### src/rtl/trc_pkg.sv
package trc_pkg;

   typedef enum logic [3:0] {
      ST_NONE   = 4'b0000,
      ST_SEQ    = 4'b0001,
      ST_MARK   = 4'b0100,
      ST_BRANCH = 4'b0101,
      ST_EXCEPT = 4'b1100
   } trc_status_e;

   typedef enum logic [1:0] {
      SZ_BYTE = 2'b00,
      SZ_WORD = 2'b01,
      SZ_LONG = 2'b10,
      SZ_RSVD = 2'b11
   } opnd_size_e;

   localparam int unsigned STATUS_W = 4;
   localparam int unsigned SIZE_W   = 2;

endpackage

### src/rtl/trc_status_enc.sv
module trc_status_enc
   import trc_pkg::*;
#(
   parameter bit OUT_REG = 1'b1
)(
   input  logic                clk,
   input  logic                rst,
   input  logic                ev_seq,
   input  logic                ev_branch,
   input  logic                ev_exc,
   input  logic                ev_mark,
   output logic [STATUS_W-1:0] pst_o
);

   logic [STATUS_W-1:0] code_d;

   // fixed priority: exception > branch target > marker > sequential
   always_comb begin
      code_d = ST_NONE;
      if (ev_exc)         code_d = ST_EXCEPT;
      else if (ev_branch) code_d = ST_BRANCH;
      else if (ev_mark)   code_d = ST_MARK;
      else if (ev_seq)    code_d = ST_SEQ;
   end

   generate
      if (OUT_REG) begin : g_reg
         logic [STATUS_W-1:0] code_q;
         always_ff @(posedge clk) begin
            if (rst) code_q <= ST_NONE;
            else     code_q <= code_d;
         end
         assign pst_o = code_q;

         a_r4_exception_wins: assert property (@(posedge clk) disable iff (rst)
            ev_exc |=> pst_o == 4'b1100);
         a_r3_branch_code: assert property (@(posedge clk) disable iff (rst)
            (ev_branch && !ev_exc) |=> pst_o == 4'b0101);
         a_r1_idle_code: assert property (@(posedge clk) disable iff (rst)
            !(ev_seq || ev_branch || ev_exc || ev_mark) |=> pst_o == 4'b0000);
      end else begin : g_comb
         assign pst_o = code_d;
      end
   endgenerate

endmodule

### src/rtl/trc_opnd_fifo.sv
module trc_opnd_fifo #(
   parameter int W     = 34,
   parameter int DEPTH = 4
)(
   input  logic         clk,
   input  logic         rst,
   input  logic         push_i,
   input  logic [W-1:0] din_i,
   input  logic         pop_i,
   output logic [W-1:0] dout_o,
   output logic         full_o,
   output logic         empty_o
);

   localparam int  AW   = (DEPTH > 1) ? $clog2(DEPTH) : 1;
   localparam int  CW   = $clog2(DEPTH + 1);
   localparam bit  POW2 = ((DEPTH & (DEPTH - 1)) == 0);

   if (DEPTH < 2) begin : g_bad_depth
      $error("trc_opnd_fifo: DEPTH must be at least 2");
   end
   if (W < 1) begin : g_bad_width
      $error("trc_opnd_fifo: W must be positive");
   end

   logic [W-1:0]  mem [DEPTH];
   logic [AW-1:0] wp, rp, wp_nx, rp_nx;
   logic [CW-1:0] cnt;
   logic          do_push, do_pop;

   assign full_o  = (cnt == CW'(DEPTH));
   assign empty_o = (cnt == '0);
   assign do_push = push_i && !full_o;
   assign do_pop  = pop_i && !empty_o;
   assign dout_o  = mem[rp];

   generate
      if (POW2) begin : g_wrap_free
         assign wp_nx = wp + 1'b1;
         assign rp_nx = rp + 1'b1;
      end else begin : g_wrap_cmp
         assign wp_nx = (wp == AW'(DEPTH - 1)) ? '0 : wp + 1'b1;
         assign rp_nx = (rp == AW'(DEPTH - 1)) ? '0 : rp + 1'b1;
      end
   endgenerate

   always_ff @(posedge clk) begin
      if (do_push) mem[wp] <= din_i;
   end

   always_ff @(posedge clk) begin
      if (rst) begin
         wp  <= '0;
         rp  <= '0;
         cnt <= '0;
      end else begin
         if (do_push) wp <= wp_nx;
         if (do_pop)  rp <= rp_nx;
         case ({do_push, do_pop})
            2'b10:   cnt <= cnt + 1'b1;
            2'b01:   cnt <= cnt - 1'b1;
            default: cnt <= cnt;
         endcase
      end
   end

   a_r9_no_overflow: assert property (@(posedge clk) disable iff (rst)
      cnt <= CW'(DEPTH));
   a_r9_full_holds: assert property (@(posedge clk) disable iff (rst)
      (full_o && !pop_i) |=> full_o);
   a_r9_pop_nonempty: assert property (@(posedge clk) disable iff (rst)
      (pop_i && !push_i && cnt == CW'(1)) |=> empty_o);

endmodule

### src/rtl/trc_nibble_ser.sv
module trc_nibble_ser
   import trc_pkg::*;
#(
   parameter int DW = 32,
   parameter int NW = 4
)(
   input  logic              clk,
   input  logic              rst,
   input  logic              op_valid_i,
   input  logic [DW-1:0]     op_data_i,
   input  logic [SIZE_W-1:0] op_size_i,
   output logic              op_pop_o,
   output logic [NW-1:0]     dd_o,
   output logic              dd_valid_o
);

   localparam int MAXN   = DW / NW;
   localparam int LW     = $clog2(MAXN + 1);
   localparam int N_BYTE = 8 / NW;
   localparam int N_WORD = 16 / NW;
   localparam int N_LONG = MAXN;

   if (DW != 32) begin : g_bad_dw
      $error("trc_nibble_ser: operand width must be 32");
   end
   if ((8 % NW) != 0) begin : g_bad_nw
      $error("trc_nibble_ser: NW must divide a byte");
   end

   logic [DW-1:0] shreg;
   logic [LW-1:0] left, n_load;
   logic          busy, last;

   assign busy       = (left != '0);
   assign last       = (left == LW'(1));
   assign op_pop_o   = op_valid_i && (!busy || last);
   assign dd_valid_o = busy;
   assign dd_o       = busy ? shreg[NW-1:0] : '0;

   always_comb begin
      case (op_size_i)
         SZ_BYTE: n_load = LW'(N_BYTE);
         SZ_WORD: n_load = LW'(N_WORD);
         default: n_load = LW'(N_LONG);
      endcase
   end

   always_ff @(posedge clk) begin
      if (rst) begin
         shreg <= '0;
         left  <= '0;
      end else if (op_pop_o) begin
         shreg <= op_data_i;
         left  <= n_load;
      end else if (busy) begin
         shreg <= shreg >> NW;
         left  <= left - 1'b1;
      end
   end

   a_r8_pop_starts_stream: assert property (@(posedge clk) disable iff (rst)
      op_pop_o |=> dd_valid_o);
   a_r7_last_nibble_ends: assert property (@(posedge clk) disable iff (rst)
      (last && !op_valid_i) |=> !dd_valid_o);

endmodule

### src/rtl/trace_status_port.sv
module trace_status_port
   import trc_pkg::*;
#(
   parameter int  FIFO_DEPTH = 4,
   parameter int  DATA_W     = 32,
   parameter int  NIB_W      = 4,
   parameter bit  STATUS_REG = 1'b1
)(
   input  logic              clk,
   input  logic              rst,
   input  logic              ev_seq,
   input  logic              ev_branch,
   input  logic              ev_exc,
   input  logic              ev_mark,
   input  logic              ev_dwr,
   input  logic [1:0]        dwr_size,
   input  logic [DATA_W-1:0] dwr_data,
   output logic              stall_req_o,
   output logic [3:0]        pst_o,
   output logic [NIB_W-1:0]  dd_o,
   output logic              dd_valid_o
);

   localparam int ENTRY_W = DATA_W + SIZE_W;

   logic [ENTRY_W-1:0] f_dout;
   logic               f_full, f_empty, ser_pop;

   trc_status_enc #(.OUT_REG(STATUS_REG)) u_enc (
      .clk       (clk),
      .rst       (rst),
      .ev_seq    (ev_seq),
      .ev_branch (ev_branch),
      .ev_exc    (ev_exc),
      .ev_mark   (ev_mark),
      .pst_o     (pst_o)
   );

   trc_opnd_fifo #(.W(ENTRY_W), .DEPTH(FIFO_DEPTH)) u_fifo (
      .clk     (clk),
      .rst     (rst),
      .push_i  (ev_dwr),
      .din_i   ({dwr_size, dwr_data}),
      .pop_i   (ser_pop),
      .dout_o  (f_dout),
      .full_o  (f_full),
      .empty_o (f_empty)
   );

   trc_nibble_ser #(.DW(DATA_W), .NW(NIB_W)) u_ser (
      .clk        (clk),
      .rst        (rst),
      .op_valid_i (!f_empty),
      .op_data_i  (f_dout[DATA_W-1:0]),
      .op_size_i  (f_dout[ENTRY_W-1:DATA_W]),
      .op_pop_o   (ser_pop),
      .dd_o       (dd_o),
      .dd_valid_o (dd_valid_o)
   );

   assign stall_req_o = f_full;

   a_r10_reset_clears: assert property (@(posedge clk)
      rst |=> (pst_o == 4'b0000 && !dd_valid_o && dd_o == '0 && !stall_req_o));
   a_r9_stall_blocks_entry: assert property (@(posedge clk) disable iff (rst)
      (stall_req_o && !ser_pop) |=> stall_req_o);

endmodule

### config.mk
export PLATFORM = sky130hd
export DESIGN_NAME = trace_status_port
export DESIGN_NICKNAME = d
export VERILOG_FILES = /design/src/rtl/trc_pkg.sv /design/src/rtl/trc_status_enc.sv /design/src/rtl/trc_opnd_fifo.sv /design/src/rtl/trc_nibble_ser.sv /design/src/rtl/trace_status_port.sv
export SDC_FILE = /design/constraint.sdc
export NUM_CORES = 1
export LEC_CHECK = 0
export ABC_AREA = 1
export BUFFER_PORTS_ARGS = -buffer_cell sky130_fd_sc_hd__buf_4
export CORE_ASPECT_RATIO = 0.5
export CORE_MARGIN = 5
export CORE_UTILIZATION = 55
export CTS_CLUSTER_DIAMETER = 40
export DETAILED_ROUTE_END_ITERATION = 10
export PLACE_DENSITY = 0.81
export SYNTH_ARGS = -nofsm -noshare
export SYNTH_HDL_FRONTEND = slang
export SYNTH_SLANG_ARGS = --single-unit
### constraint.sdc
create_clock -name clk -period 2.9 [get_ports clk]
set_input_delay 0.29 -clock clk [delete_from_list [all_inputs] [get_ports clk]]
set_output_delay 0.29 -clock clk [all_outputs]
set_load 0.005 [all_outputs]
Word level (Yosys, flattened, before mapping) --
Memories as Yosys holds them, arrays and structs flattened. A register that Yosys moved wholly into a read port is not among the register bits. Cells that the tools add are included.
Storage, ports and cells: register bits after elaboration 47, memory bits (writable) 136, bits of input ports 41, memories kept 1
Memory list:
- u_fifo.mem | depth 4, width 34, rd ports 1, clocked after Yosys merged registers in 1, write ports 1, line trc_opnd_fifo.sv:26 | logic [W-1:0] mem [DEPTH];
Cells by class: $add $sub $neg 5, equal/unequal tests 5, muxes and demuxes 15, reduce and logical (&&, ||, !) cells 14
Operators with widths (number):
- $mux W32 | 2
- $mux W4 | 6
- $pmux W4 S2 | 1
- $pmux W3 S2 | 1
- $add A2 B1 Y2 const B | 2
- $eq A2 B1 Y1 const B | 2
- $eq A4 B1 Y1 const B | 1
- $mux W2 | 2
- $reduce_bool A2 Y1 | 2
- $reduce_bool A4 Y1 | 1
- $reduce_or A4 Y1 | 1
- $sub A4 B1 Y4 const B | 1
- $add A3 B1 Y3 const B | 1
- $eq A3 B3 Y1 const B | 1
- $logic_and A1 B1 Y1 | 3
- $logic_not A1 Y1 | 3
- $logic_not A3 Y1 | 1
- $mux W1 | 3
- $sub A3 B1 Y3 const B | 1
- $eq A2 B2 Y1 const B | 1
- $logic_not A2 Y1 | 1
- $reduce_or A2 Y1 | 1
- $logic_or A1 B1 Y1 | 1

Logic depth before layout (Yosys ltp) --
Gate-level depths: netlist of run 1.
depth in word-level cells 7, depth in mapped cells 13, depth with buffers taken out 12

Hierarchy --
A second synthesis of run 1 with hierarchy kept.
Unflattened totals: cell total of the unflattened synthesis 725, area, all modules 7559.8 um^2
Modules (own cells, without submodules):
- trc_opnd_fifo | times used 1, cells each 399, area an instance 5524.0 um^2, sequential area each 4264.1 um^2
- trc_nibble_ser | times used 1, cells each 310, area an instance 1916.8 um^2, sequential area each 720.7 um^2
- trc_status_enc | times used 1, cells each 15, area an instance 115.1 um^2, sequential area each 60.1 um^2
- trace_status_port | times used 1, cells each 1, area an instance 3.8 um^2, sequential area each 0.0 um^2

Least setup slack after synthesis of run 1 --
OpenSTA, ideal clock, no wires.
path type register -> register, start point register u_fifo.cnt[0], end point memory u_fifo.mem[0][0] (enable), arrival time 2123 ps, path slack 352 ps, cell stages (with the launch flop) 5, path buffers 0, clock period less this slack 2548 ps, path through dfxtp_1 > inv_1 > nand3_1 > nand2_1 > nor2_1
Between the ends: cells in the longest elaborated chain, start to end 5
RTL lines:
- start: declaration | line trc_opnd_fifo.sv:28 | logic [CW-1:0] cnt;
- start signal: assignment | line trc_opnd_fifo.sv:60 | 2'b10: cnt <= cnt + 1'b1;
- start signal: assignment | line trc_opnd_fifo.sv:61 | 2'b01: cnt <= cnt - 1'b1;
- start signal: assignment | line trc_opnd_fifo.sv:62 | default: cnt <= cnt;
- $eq A3 B3 Y1 | line trc_opnd_fifo.sv:31 | assign full_o = (cnt == CW'(DEPTH));
- $logic_not A1 Y1 | line trc_opnd_fifo.sv:33 | assign do_push = push_i && !full_o;
- $logic_and A1 B1 Y1 | line trc_opnd_fifo.sv:33
- $mux W1 | line trc_opnd_fifo.sv:48 | if (do_push) mem[wp] <= din_i;
- $mux W1 (implied by the code) | line trc_opnd_fifo.sv:48
- end: declaration | line trc_opnd_fifo.sv:26
Every way passes these cells.

Worst setup path after layout of run 1 --
start point register u_fifo.cnt[0], end point register u_fifo.cnt[2]
Between the ends: cells in the longest elaborated chain, start to end 6, elaborated cells on any way between the ends 13, classes of those cells add/sub (2); eq/ne (3); mux (1); reduce/logical (7)
RTL lines:
- $logic_not A3 Y1 | line trc_opnd_fifo.sv:32 | assign empty_o = (cnt == '0);
- $logic_not A1 Y1 | line trc_opnd_fifo.sv:34, trace_status_port.sv:53
- $logic_and A1 B1 Y1 | line trc_nibble_ser.sv:36 | assign op_pop_o = op_valid_i && (!busy || last);
- $logic_and A1 B1 Y1 | line trc_opnd_fifo.sv:34 | assign do_pop = pop_i && !empty_o;
- $eq A2 B1 Y1 / $eq A2 B2 Y1 (equally long branches) | line trc_opnd_fifo.sv:59 | case ({do_push, do_pop})
- $pmux W3 S2 / $reduce_bool A2 Y1 (equally long branches)
Several ways; a longest one is shown, not always the timed one. A chain may end at the register's enable or synchronous reset.

==> out/qor.txt, run 1 <==
Synth Area in Adders: 1.45%
PortBufs: 49
Commonest cells after routing, fill and taps aside: nand2_1 (236), edfxtp_1 (136), nand3_1 (102)
Post-CTS Setup Inserts: 0
Core area: 0.0134 mm²
Worst rel slew slack: 27.0%
Sequential element share of the synthesized area: 68.0%
Area Growth Syn to Fin: 14.2%
Final core utilization: 63.4%
Synth warnings: 0
Syn nets: 759
Cell Area, Synth: 0.00742 mm²
DRT Pass-1 Iters: 7
Worst Path Required: 3.21 ns
Root buf cell: clkbuf_16
Syn avg cell area: 10.5 µm²
Post-Route WL: 15,300 µm
CTS tree: yes
Io pins: 51
Largest family of logic cells by synthesized area: simple AND/OR/NAND/NOR gates
Number of flops mapped to enable cells by yosys: 136
Final GP Congestion: 0.788
Tot GR Track Use: 20.0%
P_int: 5190 µW
XOR/XNOR share of the synthesized area: 0.118%
Setup tns final: 0 ns
Critical path type: reg -> reg
PwrDens: 959 mW/mm²
Initial antenna violation count: 0
Die area: 0.0161 mm²
Power, Total: 8130 µW
P_sw: 2940 µW
Initial cell density of the core: 55.5%
Wire per inst: 16.3 µm
Mux cell area share after synthesis: 0%
Maxcap violations: 0
Predominant post-synthesis flop cell: edfxtp_1
Critical path fanouts, max: 9
Placed cell areas: 0.00794 mm²
Final Max Slew Viols: 0
# rows: 30
Max Fclk: 452 MHz
Die H: 92.1 µm
Worst EP arrival: 2.52 ns
Worst vdd ir: 588 µV
Power share of the clock group: 26.2%
Final net count: 801
Via count: 5,137
Global-route wire length before repair: 25,400 µm
Clock Path Buffers: 2
Clock-pin transition on the worst setup and hold timing paths: 0.07 ns
WHS Endpoint: u_fifo.mem[3][10]$_DFFE_PP_
Most common cell after layout, fill and taps aside: nand2_1
Fin crit period: 2.21 ns
Syn Inst Count: 710
Least-Margin Pin Slew: 1.09 ns
Synth Area in Compound Gates: 4.08%
Post-Synth Simple-Gate Area: 20.6%
Startpoint Class: flop
Pin count of the biggest net entering global routing: 69
Iter 0 DRT Violations: 467
Hold Crit Start: dwr_data[10]
Asr flop ratio synth: 0%
R2r setup slk: 0.69 ns
Tcrit/Tclk final: 76.3%
Comb pwr share: 31.8%
RSZ-0062 raised after global routing: no
Leak Pwr: 0.00336 µW
Layout cells sized above 1: 13.6%
Worst-Skew Late Latency: 0.43 ns
Seq pwr share: 42.0%
Post-detail-place hpwl: 8860 µm
Netlist cell types: 28
Grt total ovfl: 0
Hold Crit Class: in -> reg
Antenna Nets Post-Route: 0
Resize count post-CTS: 0
Worst setup EP type: flop
Filler cells: 972
Detailed-route DRC error count: 0
Skew final: 0.0101 ns
CTS sink count: 184
TritonCTS buffer count: 17
CTS H-Tree Depth: 4
Status: finished, final reports clean
Fin area: 0.00848 mm²
Die width: 174 µm
Reg2reg path depth: 9
Sw Ratio: 36.2%
Hold Fails Final Rpt: 0
R2r startpoint: u_fifo.cnt[0]$_SDFFE_PP0P_
Number of global-route vias before repair: 5,181
# diodes: 0
Vias per cell: 5.46
R2R Path End: u_fifo.cnt[2]$_SDFFE_PP0P_
Post-CTS Hold Buffers: 0
WHS Path Cells: 1
#FFs+latches synth: 184
# setup viols final: 0
how the worst max path moves through the flow:
stage                               startpoint                         end  cells after the start
finish              u_fifo.cnt[0]$_SDFFE_PP0P_  u_fifo.cnt[2]$_SDFFE_PP0P_                      9
CTS                 u_fifo.cnt[0]$_SDFFE_PP0P_  u_fifo.cnt[2]$_SDFFE_PP0P_                      9
global route        u_fifo.cnt[0]$_SDFFE_PP0P_  u_fifo.cnt[2]$_SDFFE_PP0P_                      9
global placement    u_fifo.cnt[0]$_SDFFE_PP0P_  u_fifo.cnt[2]$_SDFFE_PP0P_                      9
floorplan           u_fifo.cnt[0]$_SDFFE_PP0P_  u_fifo.mem[0][0]$_DFFE_PP_                      4
detailed placement  u_fifo.cnt[0]$_SDFFE_PP0P_  u_fifo.cnt[2]$_SDFFE_PP0P_                      9
power by group through the flow:
stage                     registers, µW  logic, µW  clock network [µW]
after CTS                          3410       2580                2150
after floorplan                    3430       1910                   0
after detailed placement           3460       2520                   0
after global placement             3440       2430                   0
after global routing               3440       2920                2270
final                              3410       2590                2130
cell type report:
class,count,area (µm²),area share [%]
Sequential cell,184,5050,59.5
Inverter,59,221,2.61
Tap cell,176,220,2.60
Clock buffer,17,425,5.02
Clock inverter,15,116,1.37
Multi-Input combinational cell,431,1980,23.4
Timing Repair Buffer,59,468,5.52
critical path: stages (launching register included):
cell     delay [ns]
dfxtp_1        0.37
inv_1          0.11
nand3_1        0.10
nand2_1        0.31
ha_1           0.37
fa_1           0.39
a21oi_1        0.14
o21ai_0        0.11
o21ai_0        0.15
a21oi_1        0.06
kinds of logic after synthesis:
kind of cell	count (synthesis)
DFF	184
xor gates and xnor gates	1
and+or+nand+nor	362
adders and majority gates	8
AOI/OAI and AO/OA	59
buffers and inverters	95
other	1
layer usage:
layer | wire length, µm | GRT usage [%]
met1 | 6570 | 26.0
met2 | 7380 | 32.3
met3 | 1020 | 5.23
met4 | 354 | 8.29
met5 | 0 | 0
registers in the layout (all words and copies together), names as in the netlist, named ones only:
| register | cells |
|---|---|
| u_fifo.cnt | 3 |
| u_ser.left | 4 |
| u_fifo.mem | 136 |
| u_fifo.wp | 2 |
| u_fifo.rp | 2 |
| u_enc.pst_o | 3 |
| u_ser.shreg | 32 |
Yosys cell counts, types with 4 or more instances:
cell        n  area, µm²
nand2_1   236        886
edfxtp_1  136       4080
nand3_1   102        510
inv_1      57        214
dfxtp_1    48        961
o21ai_1    27        135
a21oi_1    16       80.1
nor2_1     15       56.3
buf_2      14       70.1
o21ai_0    11       55.1
clkbuf_1    9       33.8
buf_4       7       52.6
ha_1        7       87.6
o22ai_1     4       25.0
per-stage QoR:
stage / hold slack [ns] / std cells / setup slack (ns)
after global routing: 0.0428 / 941 / 0.527
after detailed placement: 0.455 / 909 / 0.704
after floorplan: 0.359 / 710 / 0.352
after global placement: 0.450 / 909 / 0.793
final: 0.0539 / 941 / 0.688
after CTS: 0.0487 / 941 / 0.706
Note: power is estimated with default switching activity, not from simulation.
==> inputs of run 2 (changes only) <==
--- a/config.mk
+++ b/config.mk
@@ -9,10 +9,10 @@
 export BUFFER_PORTS_ARGS = -buffer_cell sky130_fd_sc_hd__buf_4
 export CORE_ASPECT_RATIO = 0.5
 export CORE_MARGIN = 5
-export CORE_UTILIZATION = 55
+export CORE_UTILIZATION = 54
 export CTS_CLUSTER_DIAMETER = 40
 export DETAILED_ROUTE_END_ITERATION = 10
-export PLACE_DENSITY = 0.81
+export PLACE_DENSITY = 0.82
 export SYNTH_ARGS = -nofsm -noshare
 export SYNTH_HDL_FRONTEND = slang
 export SYNTH_SLANG_ARGS = --single-unit
==> constraint.sdc (replaced) <==
create_clock -name clk -period 1.93 [get_ports clk]
set_input_delay 0.193 -clock clk [delete_from_list [all_inputs] [get_ports clk]]
set_output_delay 0.193 -clock clk [all_outputs]
set_load 0.005 [all_outputs]
==> out/qor.txt, run 2 (synthesis gave the netlist of run 1 again) <==
Maxcap violations: 0 (unchanged)
Max FFs per register: 136 (unchanged)
CTS sink count: 184 (unchanged)
Post-Route WL: 16,900 µm (was 15,300 µm)
Status: finished, final reports clean (unchanged)
PwrDens: 1400 mW/mm² (was 959 mW/mm²)
Antenna Nets Post-Route: 0 (unchanged)
Final GP Congestion: 0.799 (was 0.788)
Die H: 92.9 µm (was 92.1 µm)
Largest Register: u_fifo.mem (unchanged)
R2r setup slk: 0.09 ns (was 0.69 ns)
Pin count of the biggest net entering global routing: 69 (unchanged)
Worst setup EP type: flop (unchanged)
Post-detail-place hpwl: 8860 µm (about the same)
PortBufs: 49 (unchanged)
Root buf cell: clkbuf_16 (unchanged)
Skew final: 0.0101 ns (about the same)
Placed cell areas: 0.00809 mm² (was 0.00794 mm²)
Initial cell density of the core: 54.9% (was 55.5%)
Iter 0 DRT Violations: 535 (was 467)
Reg2reg path depth: 12 (was 9)
Worst rel slew slack: 50.8% (was 27.0%)
Vias per cell: 5.55 (was 5.46)
Number of global-route vias before repair: 5,599 (was 5,181)
Worst-Skew Late Latency: 0.43 ns (about the same)
Tcrit/Tclk final: 95.1% (was 76.3%)
RSZ-0062 raised after global routing: yes (was no)
Leak Pwr: 0.00359 µW (was 0.00336 µW)
Most common cell after layout, fill and taps aside: nand2_1 (unchanged)
Hold Fails Final Rpt: 0 (unchanged)
Startpoint Class: flop (unchanged)
TritonCTS buffer count: 17 (unchanged)
Tot GR Track Use: 21.5% (was 20.0%)
Area Growth Syn to Fin: 21.9% (was 14.2%)
Die width: 176 µm (was 174 µm)
Io pins: 51 (unchanged)
# placed instances: 917 (was 909)
CTS H-Tree Depth: 4 (unchanged)
Final Max Slew Viols: 0 (unchanged)
Worst vdd ir: 1040 µV (was 588 µV)
# diodes: 0 (unchanged)
Core area: 0.0135 mm² (was 0.0134 mm²)
Commonest cells after routing, fill and taps aside: nand2_1 (236), edfxtp_1 (136), nand3_1 (102) (unchanged)
R2r startpoint: u_ser.left[0]$_SDFFE_PP0P_ (was u_fifo.cnt[0]$_SDFFE_PP0P_)
Clock-pin transition on the worst setup and hold timing paths: 0.07 ns (about the same)
Global-route wire length before repair: 27,500 µm (was 25,400 µm)
Initial antenna violation count: 0 (unchanged)
Max Fclk: 545 MHz (was 452 MHz)
# setup viols final: 0 (unchanged)
Least-Margin Pin Slew: 0.738 ns (was 1.09 ns)
Fin area: 0.00905 mm² (was 0.00848 mm²)
Die area: 0.0163 mm² (was 0.0161 mm²)
Hold Crit Class: in -> reg (unchanged)
Fin crit period: 1.84 ns (was 2.21 ns)
Clock Path Buffers: 2 (unchanged)
DRT Pass-1 Iters: 5 (was 7)
Layout cells sized above 1: 14.7% (was 13.6%)
Critical path fanouts, max: 3 (was 9)
Final net count: 846 (was 801)
Via count: 5,470 (was 5,137)
Wire per inst: 17.2 µm (was 16.3 µm)
Worst Path Required: 2.25 ns (was 3.21 ns)
Grt total ovfl: 0 (unchanged)
Power, Total: 12,700 µW (was 8130 µW)
Detailed-route DRC error count: 0 (unchanged)
Critical path capture point: u_fifo.cnt[2]$_SDFFE_PP0P_ (unchanged)
CTS tree: yes (unchanged)
Critical path type: reg -> reg (unchanged)
R2R Path End: u_fifo.cnt[2]$_SDFFE_PP0P_ (unchanged)
Largest regs: u_fifo.mem (136), u_ser.shreg (32), u_ser.left (4) (unchanged)
Worst EP arrival: 2.15 ns (was 2.52 ns)
Final std cells w/o fill: 986 (was 941)
Worst Setup SP: u_ser.left[0]$_SDFFE_PP0P_ (was u_fifo.cnt[0]$_SDFFE_PP0P_)
# rows: 30 (unchanged)
-- run 2: cell types whose count changed in the layout (fill, tap and decap cells not counted), moves of 2 or more --
cell / previous run / this run
buf_12: 2 / 9
clkinv_2: 2 / 0
dfxtp_1: 47 / 45
dfxtp_2: 1 / 3
dlygate4sd3_1: 0 / 37
ha_1: 7 / 5
inv_6: 6 / 4
nor2_1: 11 / 9
o21ai_0: 11 / 8
o21ai_1: 27 / 30
-- run 2: worst min-delay path by stage --
stage                         start                         to  slack [ns]  depth (start not counted)
after floorplan                 rst  u_enc.pst_o[2]$_SDFF_PP0_        0.26                          1
after global placement       ev_exc  u_enc.pst_o[0]$_SDFF_PP0_        0.38                          2
after detailed placement     ev_exc  u_enc.pst_o[0]$_SDFF_PP0_        0.38                          2
after CTS                 ev_branch  u_enc.pst_o[2]$_SDFF_PP0_        0.02                          3
after global routing      ev_branch  u_enc.pst_o[2]$_SDFF_PP0_        0.04                          3
final                     ev_branch  u_enc.pst_o[2]$_SDFF_PP0_        0.02                          3
-- run 2: report_power, final --
part | switching [µW] | internal (µW) | total (µW) | leakage, µW
sequential | 232 | 4920 | 5150 | 0.00164
clock | 1570 | 1720 | 3280 | 0.000259
combinational | 2800 | 1480 | 4280 | 0.00168
-- run 2: what timing repair did --
item                                   CTS  global route
setup endpoints to repair                2             5
endpoints found under the hold margin  139             0
resized for setup                        2             7
setup buffers                            0             0
hold buffers                            37             0
pin swaps                                1             0
-- run 2: worst max-delay path, stage by stage (launching register included) --
cell and delay [ns]:
dfxtp_2 0.34, inv_1 0.06, ha_2 0.19, inv_1 0.06, nand2_2 0.06, nand2_2 0.07
nor2_4 0.05, ha_4 0.17, fa_2 0.34, a21oi_2 0.12, o21ai_1 0.09, o21ai_1 0.13
a21oi_1 0.05
-- run 2: cell type report --
| type | count | area, µm² |
|---|---|---|
| clock buffers | 19 | 443 |
| inverters | 59 | 221 |
| clock inverters | 13 | 114 |
| fillers | 886 | 4470 |
| repair buffers | 104 | 990 |
| multi-input cells | 431 | 2010 |
| well taps | 176 | 220 |
| flip-flops and latches | 184 | 5050 |
-- run 2: per-stage QoR --
step	TNS (ns)	utilization (%)	hold slack (ns)	setup slack [ns]
6_report	0	67.0	0.0217	0.0937
5_1_grt	-0.0127	67.0	0.0401	-0.0127
3_3_place_gp	0	59.9	0.380	0.0406
3_5_place_dp	-0.0369	59.9	0.385	-0.0369
2_1_floorplan	-14.44	-	0.262	-0.106
4_1_cts	0	66.7	0.0236	0.00292
-- run 2: per-layer routing --
metal / vias up / global-route usage (%) / routed length [µm]
met5: - / 0 / 0
met4: 0 / 8.24 / 378
met3: 37 / 4.93 / 1270
met2: 268 / 36.8 / 8320
met1: 2621 / 27.0 / 6950
li1: 2544 / - / -
